--- config.mk ---
export PLATFORM = sky130hd
export DESIGN_NAME = mmio_console
export DESIGN_NICKNAME = d
export VERILOG_FILES = /design/src/rtl/mmio_console_pkg.sv /design/src/rtl/mc_rx_fifo.sv /design/src/rtl/mc_reg_file.sv /design/src/rtl/mmio_console.sv
export SDC_FILE = /design/constraint.sdc
export NUM_CORES = 1
export LEC_CHECK = 0
export ABC_AREA = 1
export ABC_CLOCK_PERIOD_IN_PS = 1800
export BUFFER_PORTS_ARGS = -buffer_cell sky130_fd_sc_hd__buf_2
export CAP_MARGIN = 30
export CORE_ASPECT_RATIO = 0.8
export CORE_MARGIN = 8
export CORE_UTILIZATION = 45
export CTS_BUF_LIST = sky130_fd_sc_hd__clkbuf_16
export CTS_CLUSTER_DIAMETER = 30
export DETAILED_ROUTE_END_ITERATION = 7
export GPL_TIMING_DRIVEN = 0
export PLACE_DENSITY = 0.72
export SLEW_MARGIN = 10
export SYNTH_ARGS = -nofsm -noshare
export SYNTH_HDL_FRONTEND = slang
export SYNTH_SLANG_ARGS = --single-unit
export TNS_END_PERCENT = 30
--- constraint.sdc ---
create_clock -name clk -period 1.8 [get_ports clk]
set_input_delay 0.36 -clock clk [delete_from_list [all_inputs] [get_ports clk]]
set_output_delay 0.36 -clock clk [all_outputs]
set_load 0.02 [all_outputs]
--- src/rtl/mmio_console_pkg.sv ---
package mmio_console_pkg;

  localparam int unsigned DATA_W = 32;
  localparam int unsigned PTR_W  = 64;
  localparam int unsigned BYTE_W = 8;

  // register offsets
  localparam int unsigned OFF_PUTC  = 'h00;
  localparam int unsigned OFF_FILL  = 'h04;
  localparam int unsigned OFF_CMD   = 'h08;
  localparam int unsigned OFF_PLO   = 'h10;
  localparam int unsigned OFF_LEN   = 'h14;
  localparam int unsigned OFF_PHI   = 'h18;
  localparam int unsigned OFF_VER   = 'h20;

  localparam logic [DATA_W-1:0] VERSION_VAL = 32'd1;

  // command codes
  localparam logic [DATA_W-1:0] CMD_IRQ_OFF  = 32'd0;
  localparam logic [DATA_W-1:0] CMD_IRQ_ON   = 32'd1;
  localparam logic [DATA_W-1:0] CMD_COPY_OUT = 32'd2;
  localparam logic [DATA_W-1:0] CMD_COPY_IN  = 32'd3;

  typedef enum logic {
    XOP_OUT = 1'b0,
    XOP_IN  = 1'b1
  } xfer_op_e;

endpackage

--- src/rtl/mc_rx_fifo.sv ---
module mc_rx_fifo #(
  parameter int unsigned DEPTH = 16,
  parameter int unsigned DW    = 8,
  localparam int unsigned AW   = (DEPTH > 1) ? $clog2(DEPTH) : 1,
  localparam int unsigned CW   = $clog2(DEPTH + 1)
) (
  input  logic          clk,
  input  logic          rst_n,
  input  logic          push_i,
  input  logic [DW-1:0] data_i,
  input  logic          pop_i,
  output logic [DW-1:0] data_o,
  output logic [CW-1:0] count_o,
  output logic          full_o,
  output logic          empty_o
);

  logic [DW-1:0] mem_q [DEPTH];
  logic [AW-1:0] wr_ptr_q, wr_ptr_d;
  logic [AW-1:0] rd_ptr_q, rd_ptr_d;
  logic [CW-1:0] count_q, count_d;
  logic          push_ok, pop_ok;

  function automatic logic [AW-1:0] ptr_inc(input logic [AW-1:0] p);
    return (p == AW'(DEPTH - 1)) ? '0 : p + AW'(1);
  endfunction

  assign full_o  = (count_q == CW'(DEPTH));
  assign empty_o = (count_q == '0);
  assign push_ok = push_i && !full_o;
  assign pop_ok  = pop_i && !empty_o;

  always_comb begin
    wr_ptr_d = push_ok ? ptr_inc(wr_ptr_q) : wr_ptr_q;
    rd_ptr_d = pop_ok  ? ptr_inc(rd_ptr_q) : rd_ptr_q;
    unique case ({push_ok, pop_ok})
      2'b10:   count_d = count_q + CW'(1);
      2'b01:   count_d = count_q - CW'(1);
      default: count_d = count_q;
    endcase
  end

  always_ff @(posedge clk or negedge rst_n) begin
    if (!rst_n) begin
      wr_ptr_q <= '0;
      rd_ptr_q <= '0;
      count_q  <= '0;
    end else begin
      wr_ptr_q <= wr_ptr_d;
      rd_ptr_q <= rd_ptr_d;
      count_q  <= count_d;
    end
  end

  // storage: no reset, written only on an accepted push
  always_ff @(posedge clk) begin
    if (push_ok) begin
      mem_q[wr_ptr_q] <= data_i;
    end
  end

  assign data_o  = mem_q[rd_ptr_q];
  assign count_o = count_q;

  a_r2_fill_bound: assert property (@(posedge clk) disable iff (!rst_n)
    count_q <= CW'(DEPTH));

  a_r2_full_holds: assert property (@(posedge clk) disable iff (!rst_n)
    (full_o && push_i && !pop_i) |=> (count_q == CW'(DEPTH)));

  a_r7_empty_pop: assert property (@(posedge clk) disable iff (!rst_n)
    (empty_o && pop_i && !push_i) |=> (count_q == '0));

endmodule

--- src/rtl/mc_reg_file.sv ---
module mc_reg_file
  import mmio_console_pkg::*;
#(
  parameter int unsigned ADDR_W = 6,
  parameter int unsigned LEN_W  = 32,
  parameter int unsigned CW     = 5
) (
  input  logic              clk,
  input  logic              rst_n,
  input  logic              sel_i,
  input  logic              wr_i,
  input  logic [ADDR_W-1:0] addr_i,
  input  logic [DATA_W-1:0] wdata_i,
  output logic [DATA_W-1:0] rdata_o,
  input  logic [CW-1:0]     fill_i,
  output logic              tx_valid_o,
  output logic [BYTE_W-1:0] tx_data_o,
  output logic              int_en_o,
  output logic [PTR_W-1:0]  ptr_o,
  output logic [LEN_W-1:0]  len_o,
  output logic              xfer_start_o,
  output xfer_op_e          xfer_op_o,
  input  logic              xfer_done_i
);

  localparam int unsigned HALF_W = PTR_W / 2;

  logic wr_putc, wr_cmd, wr_plo, wr_phi, wr_len;
  logic rd_acc;
  logic cmd_take;

  logic [PTR_W-1:0]  ptr_q, ptr_d;
  logic [LEN_W-1:0]  len_q, len_d;
  logic              int_en_q, int_en_d;
  logic              busy_q, busy_d;
  logic              start_q, start_d;
  xfer_op_e          op_q, op_d;
  logic              txv_q, txv_d;
  logic [BYTE_W-1:0] txd_q, txd_d;

  // write decode: an exact offset match rejects misaligned and out-of-window addresses
  always_comb begin
    wr_putc = sel_i && wr_i && (addr_i == ADDR_W'(OFF_PUTC));
    wr_cmd  = sel_i && wr_i && (addr_i == ADDR_W'(OFF_CMD));
    wr_plo  = sel_i && wr_i && (addr_i == ADDR_W'(OFF_PLO));
    wr_phi  = sel_i && wr_i && (addr_i == ADDR_W'(OFF_PHI));
    wr_len  = sel_i && wr_i && (addr_i == ADDR_W'(OFF_LEN));
    rd_acc  = sel_i && !wr_i;
  end

  // read mux
  always_comb begin
    rdata_o = '0;
    if (rd_acc) begin
      if (addr_i == ADDR_W'(OFF_FILL)) begin
        rdata_o = DATA_W'(fill_i);
      end else if (addr_i == ADDR_W'(OFF_VER)) begin
        rdata_o = VERSION_VAL;
      end
    end
  end

  assign cmd_take = wr_cmd && !busy_q;

  // next state
  always_comb begin
    ptr_d    = ptr_q;
    len_d    = len_q;
    int_en_d = int_en_q;
    busy_d   = busy_q;
    start_d  = 1'b0;
    op_d     = op_q;
    txv_d    = wr_putc;
    txd_d    = txd_q;

    if (wr_putc) begin
      txd_d = wdata_i[BYTE_W-1:0];
    end
    if (wr_plo) begin
      ptr_d = PTR_W'(wdata_i);
    end else if (wr_phi) begin
      ptr_d = {wdata_i[HALF_W-1:0], ptr_q[HALF_W-1:0]};
    end
    if (wr_len) begin
      len_d = LEN_W'(wdata_i);
    end

    if (busy_q && xfer_done_i) begin
      busy_d = 1'b0;
    end

    if (cmd_take) begin
      unique case (wdata_i)
        CMD_IRQ_OFF: int_en_d = 1'b0;
        CMD_IRQ_ON:  int_en_d = 1'b1;
        CMD_COPY_OUT: begin
          start_d = 1'b1;
          op_d    = XOP_OUT;
          busy_d  = 1'b1;
        end
        CMD_COPY_IN: begin
          start_d = 1'b1;
          op_d    = XOP_IN;
          busy_d  = 1'b1;
        end
        default: ;
      endcase
    end
  end

  // registers
  always_ff @(posedge clk or negedge rst_n) begin
    if (!rst_n) begin
      ptr_q    <= '0;
      len_q    <= '0;
      int_en_q <= 1'b0;
      busy_q   <= 1'b0;
      start_q  <= 1'b0;
      op_q     <= XOP_OUT;
      txv_q    <= 1'b0;
      txd_q    <= '0;
    end else begin
      ptr_q    <= ptr_d;
      len_q    <= len_d;
      int_en_q <= int_en_d;
      busy_q   <= busy_d;
      start_q  <= start_d;
      op_q     <= op_d;
      txv_q    <= txv_d;
      txd_q    <= txd_d;
    end
  end

  assign ptr_o        = ptr_q;
  assign len_o        = len_q;
  assign int_en_o     = int_en_q;
  assign xfer_start_o = start_q;
  assign xfer_op_o    = op_q;
  assign tx_valid_o   = txv_q;
  assign tx_data_o    = txd_q;

  a_r6_start_single: assert property (@(posedge clk) disable iff (!rst_n)
    xfer_start_o |=> !xfer_start_o);

  a_r6_busy_blocks: assert property (@(posedge clk) disable iff (!rst_n)
    busy_q |=> !xfer_start_o);

  a_r3_tx_from_write: assert property (@(posedge clk) disable iff (!rst_n)
    tx_valid_o |-> $past(sel_i && wr_i && (addr_i == ADDR_W'(OFF_PUTC))));

endmodule

--- src/rtl/mmio_console.sv ---
module mmio_console
  import mmio_console_pkg::*;
#(
  parameter int unsigned ADDR_W     = 6,
  parameter int unsigned LEN_W      = 32,
  parameter int unsigned FIFO_DEPTH = 16,
  localparam int unsigned CW        = $clog2(FIFO_DEPTH + 1)
) (
  input  logic              clk,
  input  logic              rst_n,
  input  logic              bus_sel,
  input  logic              bus_wr,
  input  logic [ADDR_W-1:0] bus_addr,
  input  logic [31:0]       bus_wdata,
  output logic [31:0]       bus_rdata,
  output logic              tx_valid,
  output logic [7:0]        tx_byte,
  input  logic              rx_valid,
  input  logic [7:0]        rx_byte,
  output logic              rx_ready,
  output logic              irq,
  output logic              xfer_start,
  output logic              xfer_op,
  output logic [63:0]       xfer_ptr,
  output logic [LEN_W-1:0]  xfer_len,
  input  logic              xfer_done,
  input  logic              eng_pop,
  output logic [7:0]        eng_byte
);

  logic [CW-1:0] fill;
  logic          fifo_full, fifo_empty;
  logic          int_en;
  xfer_op_e      op;

  mc_rx_fifo #(
    .DEPTH (FIFO_DEPTH),
    .DW    (BYTE_W)
  ) i_fifo (
    .clk     (clk),
    .rst_n   (rst_n),
    .push_i  (rx_valid),
    .data_i  (rx_byte),
    .pop_i   (eng_pop),
    .data_o  (eng_byte),
    .count_o (fill),
    .full_o  (fifo_full),
    .empty_o (fifo_empty)
  );

  mc_reg_file #(
    .ADDR_W (ADDR_W),
    .LEN_W  (LEN_W),
    .CW     (CW)
  ) i_regs (
    .clk          (clk),
    .rst_n        (rst_n),
    .sel_i        (bus_sel),
    .wr_i         (bus_wr),
    .addr_i       (bus_addr),
    .wdata_i      (bus_wdata),
    .rdata_o      (bus_rdata),
    .fill_i       (fill),
    .tx_valid_o   (tx_valid),
    .tx_data_o    (tx_byte),
    .int_en_o     (int_en),
    .ptr_o        (xfer_ptr),
    .len_o        (xfer_len),
    .xfer_start_o (xfer_start),
    .xfer_op_o    (op),
    .xfer_done_i  (xfer_done)
  );

  assign rx_ready = !fifo_full;
  assign irq      = int_en && !fifo_empty;
  assign xfer_op  = (op == XOP_IN);

  // a byte accepted while enabled, and not popped, leaves the line raised
  a_r5_arrival_raises: assert property (@(posedge clk) disable iff (!rst_n)
    (rx_valid && rx_ready && int_en && !eng_pop && !(bus_sel && bus_wr)) |=> irq);

endmodule

# Word-level counts from Yosys, hierarchy flattened

Memory sizes are Yosys's and may differ from the RTL's.
Cells that the tools add are included.

Register bits after elaboration: 122
RAM bits: 128
Output and inout bits: 149
Memories kept: 1

Add/subtract/negate cells: 4
Equality and inequality tests: 14
Multiplexer cells: 17
Reductions and logical operators: 26

Memory list:

| memory       | depth | bits a word | rd ports | clocked after memory_dff | write ports | line             | RTL |
|---|---|---|---|---|---|---|---|
| i_fifo.mem_q | 16    | 8           | 1        | 0                        | 1           | mc_rx_fifo.sv:18 | `logic [DW-1:0] mem_q [DEPTH];` |

Operators by type and width:

| operator                                                                | number |
|---|---|
| 64-bit 2-to-1 mux                                                       | 2 |
| 32-bit by 2-bit equality test with 1-bit output (second input constant) | 2 |
| 32-bit 2-to-1 mux                                                       | 2 |
| 32-bit by 1-bit equality test with 1-bit output (second input constant) | 1 |
| 32-bit zero test                                                        | 1 |
| 6-bit by 5-bit equality test with 1-bit output (second input constant)  | 3 |
| 1-bit logical AND                                                       | 12 |
| 5-bit case mux with 2 select lines                                      | 1 |
| 4-bit by 1-bit adder with 4-bit output (second input constant)          | 2 |
| 4-bit equality test (second input constant)                             | 2 |
| 1-bit 2-to-1 mux                                                        | 8 |
| 4-bit 2-to-1 mux                                                        | 2 |
| 2-bit nonzero test                                                      | 4 |
| 6-bit by 3-bit equality test with 1-bit output (second input constant)  | 1 |
| 6-bit by 4-bit equality test with 1-bit output (second input constant)  | 1 |
| 6-bit equality test (second input constant)                             | 1 |
| 6-bit zero test                                                         | 1 |
| 5-bit by 1-bit adder with 5-bit output (second input constant)          | 1 |
| 5-bit equality test (second input constant)                             | 1 |
| 5-bit zero test                                                         | 1 |
| 5-bit by 1-bit subtractor with 5-bit output (second input constant)     | 1 |
| 1-bit zero test                                                         | 4 |
| 1-bit case mux with 2 select lines                                      | 2 |
| 2-bit AND reduction                                                     | 2 |
| other kinds (3)                                                         | 3 |

# Depth between registers and ports, before layout

Depth after elaboration: 5
Gate-level depth with buffers: 16
Mapped depth without buffers: 16

# By module

From an unflattened synthesis, not the netlist that was laid out.

Cell total of the unflattened synthesis: 1193
Area total of the unflattened synthesis: 11292.1 sq um

By module, submodules not included:

| module       | times used | cells each | area each (sq um) |
|---|---|---|---|
| mc_rx_fifo   | 1          | 671        | 6453.7 |
| mc_reg_file  | 1          | 519        | 4824.6 |
| mmio_console | 1          | 3          | 13.8 |

# Worst setup path before layout

No wires, ideal clock.

Path type: register to register
Start: register i_fifo.count_q[1], in the netlist i_fifo.count_o[1]
End: register i_fifo.count_q[4], in the netlist i_fifo.count_o[4]
Library setup time: 117 ps
Arrival: 2033 ps
Required time: 1683 ps
Setup slack: -350 ps
Cell stages (with the launch flop): 15
Buffers on the path: 0
Period minus slack after synthesis: 2150 ps
Cell sequence: dfrtp_1 > nor2_1 > nand4_1 > nand2_1 > ha_1 > nor2_1 > nor2_1 > ha_1 > inv_1 > nand2_1 > nand3_1 > nand2_1 > nand2_1 > nand3_1 > nand2_1

Cells in the longest elaborated chain, start to end: 5
Elaborated cells between the ends (all ways): 12
Those cells by class: 2 x add/sub; 3 x eq/ne; 1 x mux; 6 x reduce/logical

Ends and longest elaborated chain:

| item                                                                                  | line               | RTL |
|---|---|---|
| start, declared                                                                       | mc_rx_fifo.sv:21   | `logic [CW-1:0] count_q, count_d;` |
| start signal, assigned                                                                | mc_rx_fifo.sv:51   | `count_q <= count_d;` |
| 5-bit equality test *                                                                 | mc_rx_fifo.sv:28   | `assign full_o = (count_q == CW'(DEPTH));` |
| 1-bit zero test *                                                                     | n/a                |  |
| named net rx_ready                                                                    | mmio_console.sv:20 | `output logic rx_ready,` |
| 1-bit logical AND *                                                                   | mc_rx_fifo.sv:30   | `assign push_ok = push_i && !full_o;` |
| 2-bit by 1-bit equality test with 1-bit output or 2-bit equality test (tied branches) | mc_rx_fifo.sv:36   | `unique case ({push_ok, pop_ok})` |
| 5-bit case mux with 2 select lines or 2-bit nonzero test (tied branches)              | n/a                |  |

The timed path passes the listed nets; every way through them passes the cells marked *.
A chain may end at the register's enable or synchronous reset.

# Worst setup path after layout

Start: register i_fifo.rd_ptr_q[0]
End: output port eng_byte[5]

Cells in the longest elaborated chain, start to end: 1

Ends and longest elaborated chain:

| item                   | line               | RTL |
|---|---|---|
| start, declared        | mc_rx_fifo.sv:20   | `logic [AW-1:0] rd_ptr_q, rd_ptr_d;` |
| start signal, assigned | mc_rx_fifo.sv:50   | `rd_ptr_q <= rd_ptr_d;` |
| memory 16 x 8 bit      | n/a                |  |
| end, declared          | mmio_console.sv:28 | `output logic [7:0] eng_byte` |

No other way between the ends.

==> results <==
- The worst setup slack after layout is -654.7 ps.
- Relative to the synthesized area, the layout overhead comes to 37.77%.
- Summing every instance area after synthesis gives 10750 um^2.
- In the layout the commonest cells are sky130_fd_sc_hd__buf_2, sky130_fd_sc_hd__nand2_1, sky130_fd_sc_hd__nor2_1, sky130_fd_sc_hd__edfxtp_1, sky130_fd_sc_hd__dfrtp_1.
- The horizontal die dimension is 188.8 um.
- The synthesized design contains 128 enable-type register cells.
- At the pin with the least slew margin, the transition time is 637.1 ps.
- The CTS sink count is 250.
- The final reports fail on setup timing.
- Setup repair after global routing could not meet its margin everywhere.
- The synthesized design spends more area on one cell type than any other, namely sky130_fd_sc_hd__edfxtp_1.
- The maximum number of pins on one net before global-route repair is 76.
- The analysis attributes to cell leakage a power of 6.800 nW.
- The count of final max-slew check failures came to 0.
- In this run the tool buffered the top-level ports with 174 buffer cells.
- The ratio of routed vias to standard cells is 5.288.
- The longest clock path from root to sink contains 3 buffers.
- The fraction of post-synthesis cell area in the top cell type by area is 0.3576.
- The worst setup path is captured at a primary output.
- STA puts the critical path data arrival time at 2090 ps.
- The floorplan step set the die height to 154.2 um.
- STA puts the critical path data required time at 1440 ps.
- The overall power is 0.02371 W.
- Based on the critical path, the design can be clocked at up to 407.4 MHz.
- The die covers 29120 um^2.
- The TritonCTS clock tree is yes.
- The number of antenna violations at the first check in global routing is 3.
- The routed design could run at a clock period as short as 2455 ps.
- After clock tree synthesis, the clock-pin slew on the worst setup and hold paths is 50 ps.
- By area the synthesized netlist is led by sky130_fd_sc_hd__edfxtp_1, sky130_fd_sc_hd__dfrtp_1, sky130_fd_sc_hd__o21ai_0, sky130_fd_sc_hd__nand2_1, sky130_fd_sc_hd__nor2_1.
- The dominant register cell in the synthesized netlist is sky130_fd_sc_hd__edfxtp_1.
- The type of the worst min-delay path is primary input to flip-flop.
- The pre-antenna-repair detailed-routing pass consisted of 5 iterations.
- The total I/O pin count is 202.
- The cell chosen for the clock root is sky130_fd_sc_hd__clkbuf_16.
- The reported max-cap violation count is 0.
- The routed via count is 9137.
- The initial detailed-routing violation count is 837.
- The number of clock buffers added by TritonCTS is 47.
- For this run, the total global-route usage over all layers was measured as 0.2169.
- After detailed routing, the average wire length per cell comes to 19.59 um.
- In the synthesized netlist, the number of instances is 1096.
- The count of standard-cell rows is 50.
- The flow ran to the end, but the final reports show violations.
- The number of nets in the final layout is 1439.
- The final wirelength is 33860 um.
- The post-placement worst setup slack is -522.8 ps.
- The worst slew slack as a fraction of its limit is 0.5753.
- The power density over the cells is 1601 nW/um^2.
- Counting distinct cell types in the post-synthesis netlist gives 30.
- The final critical-path share of the clock period is 1.364.
- In the routed design, unresolved DRC markers number 0.
- The final worst clock skew is 26.26 ps.
- The first-pass GRT wire length is 50070 um.
- Of the cells placed in the final design, the portion with a size suffix greater than 1 is 0.3505.
- The fraction of the yosys area taken by sequential cells is 0.6416.
- For this run, the number of Yosys warnings is 0.
- The proportion of synthesized flip-flops having asynchronous set or reset is 0.4880.
- The category of the most critical setup path is flip-flop to primary output.
- The remaining number of nets flagged by the antenna check after routing is 0.
- The total number of H-tree levels is 2.
- Setup violations remaining at the end of the flow were counted as 17.
- The placed wire-length estimate after detailed placement is 22090 um.
- The synthesized design contains 250 register bits.
- At the end of routability-driven placement, the weighted congestion stood at 0.8703.
- IR analysis of the VDD net gives a maximum drop of 0.0007902 V.
- The initial utilization of the core area, before any placement, comes to 0.4582.
- The largest fanout on the critical path is 10.
- The remaining global-route overflow is 0.
- The core region is 23460 um^2.
- The number of global-route vias before repair is 9034.
- At the later pin of the worst-skew pair, clock insertion delay measures 540 ps.
- Dividing the synthesized area by the synthesized cell count gives 9.808 um^2.
- The number of failing hold endpoints at the final stage is 0.
- The worst setup path is launched from a flip-flop.
==> power breakdown <==
part | leakage, nW | switching (W) | total, W | internal (W)
Clock | 0.782 | 0.00322 | 0.00898 | 0.00576
Sequential | 2.77 | 0.000403 | 0.00713 | 0.00673
Combinational | 3.24 | 0.00476 | 0.00760 | 0.00284
Total | 6.80 | 0.00839 | 0.0237 | 0.0153
==> path summary, 6_finish.rpt <==
kind	slack (ps)	from	end	cells past startpoint
min in group asynchronous	350	rst_n	i_regs.len_o[28]	2
min	9	xfer_done	i_regs.busy_q	2
min reg2reg	480	i_regs.xfer_op_o	i_regs.xfer_op_o	2
max in group asynchronous	690	rst_n	i_fifo.count_o[1]	3
max	-650	i_fifo.rd_ptr_q[0]	eng_byte[5]	11
max reg2reg	-420	i_fifo.count_o[3]	i_fifo.count_o[4]	15
==> area by class of cell <==
class                      count  area, um^2
buffer                        71       521.8
fill                        1794        8651
sequential                   250        6899
multi-input combinational    695        3630
timing repair buffer         207        1334
inverter                     105       400.4
antenna                        1       2.502
tap                          312       390.4
clock inverter                40       455.4
clock buffer                  47        1176
==> cell families after synthesis <==
| group | Yosys count | synth area share |
|---|---|---|
| fa+ha+maj | 9 | 0.01048 |
| xor+xnor | 4 | 0.003260 |
| simple gates | 447 | 0.1669 |
| buf+inv | 177 | 0.07659 |
| flops | 250 | 0.6416 |
| other cells | 1 | 0.0003489 |
| compound gates | 208 | 0.1008 |
==> layer usage <==
layer	track usage	vias to the layer above	part of all wire
met1	0.2839	4382	0.39
li1	-	4140	-
met3	0.05236	95	0.097
met4	0.1014	4	0.037
met2	0.3376	516	0.47
met5	0	-	0.00068
==> metrics by stage <==
step                  util  area, um^2  std cells  setup TNS (ps)  hold slack (ps)
floorplan                -       10870       1122           -3908            64.41
finish              0.6313       14810       1728           -6726            9.394
global route        0.6313       14810       1728          -10320            22.48
global placement    0.5173       12140       1608         -192630            453.2
detailed placement  0.5187       12170       1609          -46170            322.7
CTS                 0.6104       14320       1718          -14730            1.794
==> cell usage after synthesis, types with 13 or more instances <==
| master | count |
|---|---|
| sky130_fd_sc_hd__buf_2 | 16 |
| sky130_fd_sc_hd__buf_4 | 29 |
| sky130_fd_sc_hd__clkbuf_1 | 21 |
| sky130_fd_sc_hd__dfrtp_1 | 122 |
| sky130_fd_sc_hd__edfxtp_1 | 128 |
| sky130_fd_sc_hd__inv_1 | 91 |
| sky130_fd_sc_hd__inv_2 | 13 |
| sky130_fd_sc_hd__nand2_1 | 193 |
| sky130_fd_sc_hd__nand3_1 | 46 |
| sky130_fd_sc_hd__nor2_1 | 189 |
| sky130_fd_sc_hd__o21ai_0 | 158 |
| sky130_fd_sc_hd__o21ai_1 | 36 |
==> timing repair <==
item                                    4_1_cts  5_1_grt
hold endpoints to repair                     47        0
gates cloned                                  2        0
setup buffers                                20        9
pin swaps                                    39       49
gates resized for setup                     125      135
hold buffers                                  1        0
endpoints found under the setup margin      148      131
==> critical path: stages, from the launching register on <==
cell	delay, ps
sky130_fd_sc_hd__dfrtp_2	440
sky130_fd_sc_hd__buf_6	150
sky130_fd_sc_hd__buf_8	150
sky130_fd_sc_hd__nor2_1	200
sky130_fd_sc_hd__nor2_4	50
sky130_fd_sc_hd__o21ai_2	80
sky130_fd_sc_hd__nand2_1	90
sky130_fd_sc_hd__nand2_1	60
sky130_fd_sc_hd__nand2_1	70
sky130_fd_sc_hd__inv_1	80
sky130_fd_sc_hd__nand2_2	60
sky130_fd_sc_hd__buf_6	130
==> registers in the layout, indices dropped and copies added, names as in the netlist <==
signal and count:
i_regs.len_o 32, i_regs.ptr_o 64, i_fifo.wr_ptr_q 4, i_regs.xfer_start_o 1, i_fifo.mem_q 128, i_regs.tx_data_o 8, i_fifo.count_o 5, i_regs.tx_valid_o 1
i_regs.busy_q 1, i_fifo.rd_ptr_q 4, i_regs.xfer_op_o 1, i_regs.int_en_o 1
Note: power is estimated with default switching activity, not from simulation.
